--- src/rtl/led_scan_pkg.sv ---
package led_scan_pkg;
   localparam int unsigned SCAN_ROWS = 8;
   localparam int unsigned SCAN_COLS = 8;
   // Line for row k sits at [k*SCAN_COLS +: SCAN_COLS]; active-low (0 = lit)
   localparam logic [SCAN_ROWS*SCAN_COLS-1:0] SMILEY_IMAGE = {
      8'hFF, 8'hC3, 8'h81, 8'h3C, 8'hFF, 8'hDB, 8'hDB, 8'hFF
   };
endpackage

--- src/rtl/scan_tick.sv ---
module scan_tick #(
   parameter int unsigned TERM_COUNT = 99_999_999,
   localparam int unsigned CNT_W = (TERM_COUNT < 1) ? 1 : $clog2(TERM_COUNT + 1)
) (
   input  logic clk,
   input  logic rst,
   output logic tick
);
   localparam logic [CNT_W-1:0] TERM_V = CNT_W'(TERM_COUNT);

   logic [CNT_W-1:0] cnt_q;

   assign tick = (cnt_q == TERM_V);

   always_ff @(posedge clk) begin
      if (rst)       cnt_q <= '0;
      else if (tick) cnt_q <= '0;
      else           cnt_q <= cnt_q + 1'b1;
   end
endmodule

--- src/rtl/row_ring.sv ---
module row_ring #(
   parameter int unsigned ROWS = 8
) (
   input  logic            clk,
   input  logic            rst,
   input  logic            adv,
   output logic [ROWS-1:0] row_q,
   output logic [ROWS-1:0] row_nxt
);
   // Rotate toward the MSB; the top bit feeds bit 0
   for (genvar i = 0; i < ROWS; i++) begin : g_rot
      assign row_nxt[i] = row_q[(i + ROWS - 1) % ROWS];
   end

   always_ff @(posedge clk) begin
      if (rst)      row_q <= ROWS'(1);
      else if (adv) row_q <= row_nxt;
   end
endmodule

--- src/rtl/col_select.sv ---
module col_select #(
   parameter int unsigned ROWS = 8,
   parameter int unsigned COLS = 8,
   parameter logic [ROWS*COLS-1:0] IMAGE = '1
) (
   input  logic [ROWS-1:0] sel,
   output logic [COLS-1:0] line
);
   logic [COLS-1:0] term [ROWS];

   for (genvar i = 0; i < ROWS; i++) begin : g_term
      assign term[i] = {COLS{sel[i]}} & IMAGE[i*COLS +: COLS];
   end

   always_comb begin
      line = '0;
      for (int i = 0; i < ROWS; i++) line = line | term[i];
   end
endmodule

--- src/rtl/led_row_scanner.sv ---
module led_row_scanner #(
   parameter int unsigned ROWS = led_scan_pkg::SCAN_ROWS,
   parameter int unsigned COLS = led_scan_pkg::SCAN_COLS,
   parameter int unsigned TERM_COUNT = 99_999_999,
   parameter bit COL_ACTIVE_LOW = 1'b1,
   parameter logic [ROWS*COLS-1:0] IMAGE = led_scan_pkg::SMILEY_IMAGE
) (
   input  logic            clk,
   input  logic            rst,
   output logic [ROWS-1:0] row_sel,
   output logic [COLS-1:0] col_drv
);
   localparam logic [COLS-1:0] IDLE = {COLS{COL_ACTIVE_LOW}};

   if (ROWS < 2)       begin : g_bad_rows $error("ROWS must be at least 2"); end
   if (COLS < 1)       begin : g_bad_cols $error("COLS must be at least 1"); end
   if (TERM_COUNT < 1) begin : g_bad_term $error("TERM_COUNT must be at least 1"); end

   logic            strobe;
   logic [ROWS-1:0] row_nxt;
   logic [COLS-1:0] line;
   logic [COLS-1:0] line_drv;
   logic [COLS-1:0] col_q;

   scan_tick #(.TERM_COUNT(TERM_COUNT)) u_tick (
      .clk (clk),
      .rst (rst),
      .tick(strobe)
   );

   row_ring #(.ROWS(ROWS)) u_ring (
      .clk    (clk),
      .rst    (rst),
      .adv    (strobe),
      .row_q  (row_sel),
      .row_nxt(row_nxt)
   );

   // Line is looked up for the row about to be selected, so both load together
   col_select #(.ROWS(ROWS), .COLS(COLS), .IMAGE(IMAGE)) u_col (
      .sel (row_nxt),
      .line(line)
   );

   if (COL_ACTIVE_LOW) begin : g_low
      assign line_drv = line;
   end else begin : g_high
      assign line_drv = ~line;
   end

   always_ff @(posedge clk) begin
      if (rst)         col_q <= IDLE;
      else if (strobe) col_q <= line_drv;
   end

   assign col_drv = col_q;
endmodule

--- config.mk ---
export PLATFORM = sky130hd
export DESIGN_NAME = led_row_scanner
export DESIGN_NICKNAME = d
export VERILOG_FILES = /design/src/rtl/led_scan_pkg.sv /design/src/rtl/scan_tick.sv /design/src/rtl/row_ring.sv /design/src/rtl/col_select.sv /design/src/rtl/led_row_scanner.sv
export SDC_FILE = /design/constraint.sdc
export NUM_CORES = 1
export LEC_CHECK = 0
export BUFFER_PORTS_ARGS = -buffer_cell sky130_fd_sc_hd__buf_2
export CORE_MARGIN = 2
export CORE_UTILIZATION = 30
export DETAILED_ROUTE_END_ITERATION = 8
export PLACE_DENSITY = 0.51
export SETUP_SLACK_MARGIN = 0.3
export SLEW_MARGIN = 15
export SYNTH_ARGS = -nofsm -noshare
export SYNTH_HDL_FRONTEND = slang
export SYNTH_HIERARCHICAL = 1
export SYNTH_SLANG_ARGS = --single-unit
--- constraint.sdc ---
create_clock -name clk -period 2.8 [get_ports clk]
set_input_delay 0.42 -clock clk [delete_from_list [all_inputs] [get_ports clk]]
set_output_delay 0.42 -clock clk [all_outputs]
set_load 0.01 [all_outputs]
# After elaboration in Yosys (flattened, before gate mapping)
# Cells that the tools add are included.
dict set report word_totals {
  register_bits 43
  inputBits 2
  output_inout_bits 16
}
dict set report classes {
  n_addsub 1
  eq_ne 1
  n_bitwise 7
  n_reduce_logical 1
}
# operator count
set ops {}
lappend ops {{8-bit bitwise OR} 6}
lappend ops {{27-bit by 1-bit adder with 27-bit output (second input constant)} 1}
lappend ops {{27-bit equality test (second input constant)} 1}
lappend ops {{8-bit by 6-bit bitwise OR with 8-bit output} 1}
lappend ops {{2-bit OR reduction} 1}

# Depth between registers and ports, before layout
dict set report logic_depth {
  ltp_word 7
  mapped_depth 7
  depth_no_buf 6
}

# Cells and area by module
# The synthesis kept the hierarchy.
# mod instances cells_per_inst area_per_inst_um2 seq_area_each_um2
set modules_own_cells {}
lappend modules_own_cells {scan_tick 1 149 1311.3 540.5}
lappend modules_own_cells {row_ring 1 34 350.3 160.2}
lappend modules_own_cells {led_row_scanner 1 26 302.8 160.2}
lappend modules_own_cells {col_select 1 10 71.3 0.0}

# Worst setup path after synthesis
# No wires, ideal clock.
dict set report synth_path {
  kind {reg-to-reg}
  from {reg u_tick.cnt_q[0]}
  to {reg u_ring.row_q[0]}
  arrival_time_ps 2010
  path_slack_ps 670
  path_stages_with_launch 8
  path_buffers 1
  period_less_slack_ps 2130
  path_cell_list {dfxtp_1 ha_1 nand4_1 or4_4 nor2_1 buf_6 nor2b_2 a211o_1}
}
dict set report synth_between {
  elab_chain_len 1
}
# element line
set synth_lines {}
lappend synth_lines {{start: declaration} scan_tick.sv:11} ;# logic [CNT_W-1:0] cnt_q;
lappend synth_lines {{start signal: assignment} scan_tick.sv:18} ;# else cnt_q <= cnt_q + 1'b1;
lappend synth_lines {{27-bit equality test} scan_tick.sv:13} ;# assign tick = (cnt_q == TERM_V);
lappend synth_lines {{net strobe} led_row_scanner.sv:19} ;# logic strobe;
lappend synth_lines {{end signal: assignment} row_ring.sv:17} ;# else if (adv) row_q <= row_nxt;
lappend synth_lines {{end: declaration} row_ring.sv:7} ;# output logic [ROWS-1:0] row_q,
# The timed path passes the listed nets, and every way through them passes these cells.
# A chain may end at the register's enable or synchronous reset.

# Worst setup path in the final report
dict set report layout_path {
  from {reg u_tick.cnt_q[0]}
  to {reg col_q[3] (netlist: col_drv[3])}
}
dict set report layout_between {
  elab_chain_len 1
}
# element line
set layout_lines {}
lappend layout_lines {{27-bit equality test} scan_tick.sv:13}
lappend layout_lines {{net strobe} led_row_scanner.sv:19}
lappend layout_lines {{end signal: assignment} led_row_scanner.sv:53} ;# else if (strobe) col_q <= line_drv;
lappend layout_lines {{end: declaration} led_row_scanner.sv:23} ;# logic [COLS-1:0] col_q;
# The timed path passes the listed nets, and every way through them passes these cells.

==> flow_summary.json <==
{
  "ff2ff_path_depth": 7,
  "grt_usage_pct": 11.4,
  "dp.cells": 297,
  "hpwlAfterDp_um": 2730,
  "syn_avg_cell_area_um2": 9.30,
  "syn_inst": 219,
  "switching_power_uw": 231,
  "worst-path-stages": 7,
  "routed_via_density": 5.12,
  "synth_common_cells": "43 x dfxtp_1, 26 x nor2_1, 14 x buf_4, 10 x a21oi_1, 10 x nand2_1",
  "swShare_pct": 20.3,
  "async_flop_share_pct": 0,
  "drive_above_1_share_pct": 20.0,
  "firstDrtPassIters": 4,
  "synth_nets": 222,
  "fin_crit_sh_pct": 78.2,
  "die_w_um": 86.4,
  "post-route-drc-count": 0,
  "period_needed_ps": 2190,
  "worst_hold_path_type": "reg2reg",
  "cts_tree": "built",
  "syn_area_mm2": 0.00204,
  "cts_resized": 0,
  "critPathCaptureType": "flop",
  "synthFlopType": "dfxtp_1",
  "seqPwrFrac_pct": 54.3,
  "final_max_slew_viol_count": 0,
  "crit_chain": "ha_1 -> nand4_1 -> or4_4 -> nor2_2 -> buf_4 -> nor2b_1 -> a211o_2",
  "fmax_mhz": 457,
  "final_nets": 227,
  "io_pins": 18,
  "cts_setup_buffers": 0,
  "gp_congestion": 0.723,
  "whs_path_depth": 1,
  "required_ps": 2990,
  "grt_pass1_vias": 1504,
  "seq_area_frac_synth_pct": 42.3,
  "grt_first_pass_wirelength_um": 6840,
  "antenna_cells": 0,
  "antenna_found_initial": 0,
  "critical_path_class": "reg2reg",
  "cp_max_fo": 25,
  "cts_sinks": 43,
  "drt_iter0_drc": 58,
  "placementRows": 30,
  "r2r_setup_slack_ps": 610,
  "syn2layout_area_growth_pct": 8.17,
  "critPathTopFamily": "simple AND/OR/NAND/NOR gates",
  "clk_pin_slew_ps": 80,
  "ys.warnings.count": 6,
  "worstHoldEndpoint": "u_tick/cnt_q[24]$_SDFF_PP0_",
  "port_buffers": 17,
  "die_h_um": 86.4,
  "synth_top_area_share_pct": 42.3,
  "vias": 1561,
  "status": "finished clean",
  "wl_per_cell_um": 13.0,
  "yosysMostFrequentCell": "dfxtp_1",
  "r2r_end": "col_drv[3]$_SDFFE_PP1P_",
  "cts_hold_buf": 0,
  "h-tree-depth": 2,
  "synth-seq-cells": 43,
  "power.internal_uw": 910,
  "maxCapViolations": 0,
  "r2r_start": "u_tick/cnt_q[0]$_SDFF_PP0_",
  "synth_largest_area_cell": "dfxtp_1",
  "overflow": 0,
  "tightestPinTransition_ps": 398,
  "cts_made_buffers": 5,
  "min_from": "u_tick/cnt_q[24]$_SDFF_PP0_",
  "cp_slowest_cell": "or4_4",
  "final-instance-count-excl-fill": 305,
  "arrival_ps": 2380,
  "hold_viol": 0,
  "setup-violations-final": 0,
  "die_area_mm2": 0.00746,
  "wl_um": 3950,
  "finalClockSkew_ps": 6.47,
  "detail-route-antenna-nets": 0,
  "power_density_mw_per_mm2": 518,
  "yosysUniqueCellTypes": 45,
  "leakagePower_uw": 0.000724,
  "synth_edf_count": 0,
  "maxSlewHeadroom_pct": 73.4,
  "core_area_mm2": 0.00668,
  "clkPwrFrac_pct": 43.9,
  "crit_buf_inv": 1,
  "grt_max_degree": 26,
  "clock-root-buffer": "clkbuf_8",
  "rsz0062_at_grt": "false",
  "start_util_pct": 30.5,
  "p_comb_share_pct": 1.8,
  "clk_path_buf_depth": 2,
  "vdd_ir_drop_max_mv": 0.289,
  "setup-tns-final_ps": 0,
  "nFillCells": 712,
  "clk_latency_ps": 290,
  "start_kind": "flop",
  "synthTopCellsByArea": "dfxtp_1 42%, buf_4 5.2%, nor2_1 4.8%",
  "max_stage_delay_ps": 480
}
[layout by cell type (no fill, tap or decap), types with 2 or more instances in the layout]
cell      Yosys  routed
xor2_1        8       8
o31ai_1       6       6
and4_1        3       3
or3_2         2       2
buf_4        14       3
dfxtp_1      43      43
clkbuf_8      0       6
nor4_1        2       2
nor2b_1       9       9
a211o_1       3       3
nand3_1       8       8
o21ai_0       5       5
nand4_1       8       8
or4_1         7       7
inv_1         2       2
and3_1        4       4
xnor2_1       4       4
a211o_2       6       6
nor2_1       26      25
or3_1         4       4
o41ai_1       2       2
or4_4         2       2
a21oi_1      10      10
nand2_1      10      10
buf_2         2      17
mux2i_1       7       7
[power by group through the flow]
stage / Clock (uW) / Sequential (uW) / Combinational [uW]
3_3_place_gp: 0 / 634 / 21.0
4_1_cts: 524 / 620 / 21.1
3_5_place_dp: 0 / 634 / 21.1
5_1_grt: 549 / 621 / 23.4
2_1_floorplan: 0 / 633 / 15.5
6_report: 501 / 620 / 20.4
[kinds of logic after synthesis]
family / synth area share, %
xor+xnor: 5.16
flops: 42.3
buf+inv: 8.30
mux: 3.44
compound gates: 13.3
simple gates: 26.9
fa+ha+maj: 0.615
[how the worst max path moves through the flow]
stage | startpoint | to | slack [ps]
finish | u_tick/cnt_q[0]$_SDFF_PP0_ | col_drv[3]$_SDFFE_PP1P_ | 610
global route | u_tick/cnt_q[0]$_SDFF_PP0_ | col_drv[0]$_SDFFE_PP1P_ | 470
CTS | u_tick/cnt_q[0]$_SDFF_PP0_ | col_drv[0]$_SDFFE_PP1P_ | 630
detailed placement | u_tick/cnt_q[0]$_SDFF_PP0_ | col_drv[0]$_SDFFE_PP1P_ | 630
global placement | u_tick/cnt_q[0]$_SDFF_PP0_ | col_drv[0]$_SDFFE_PP1P_ | 690
floorplan | u_tick/cnt_q[0]$_SDFF_PP0_ | u_ring/row_q[0]$_SDFFE_PP1P_ | 670
[final cells by class]
class | instances | area [um2] | area share, %
clock buffer | 6 | 82.6 | 3.75
inverter | 2 | 7.51 | 0.341
sequential | 43 | 861 | 39.1
clock inverter | 2 | 35.0 | 1.59
multi-input combinational | 152 | 1010 | 45.8
timing repair buffer | 20 | 108 | 4.89
tap | 80 | 100 | 4.55
[metal layers]
layer / GRT usage (%) / vias to the layer above / routed length, um / share of wire, %
li1: - / 799 / - / -
met1: 13.7 / 738 / 1950 / 49
met2: 19.4 / 22 / 1830 / 46
met3: 4.19 / 2 / 141 / 3.6
met4: 2.98 / 0 / 24 / 0.61
met5: 0 / - / 0 / 0
[registers in the layout (all words and copies together) (netlist names)]
register      count
col_drv           8
u_ring/row_q      8
u_tick/cnt_q     27
[stage by stage]
step           hold WS, ps  instance area [um2]  worst slack [ps]  utilization [%]  total power (uW)
3_3_place_gp           469                 2080               691             31.2               655
6_report               473                 2200               610             33.0              1140
2_1_floorplan          434                 2040               670                -               648
3_5_place_dp           457                 2080               634             31.2               655
5_1_grt                504                 2200               470             33.0              1190
4_1_cts                478                 2200               626             33.0              1160
No activity file was read; power rests on OpenSTA's default activity.
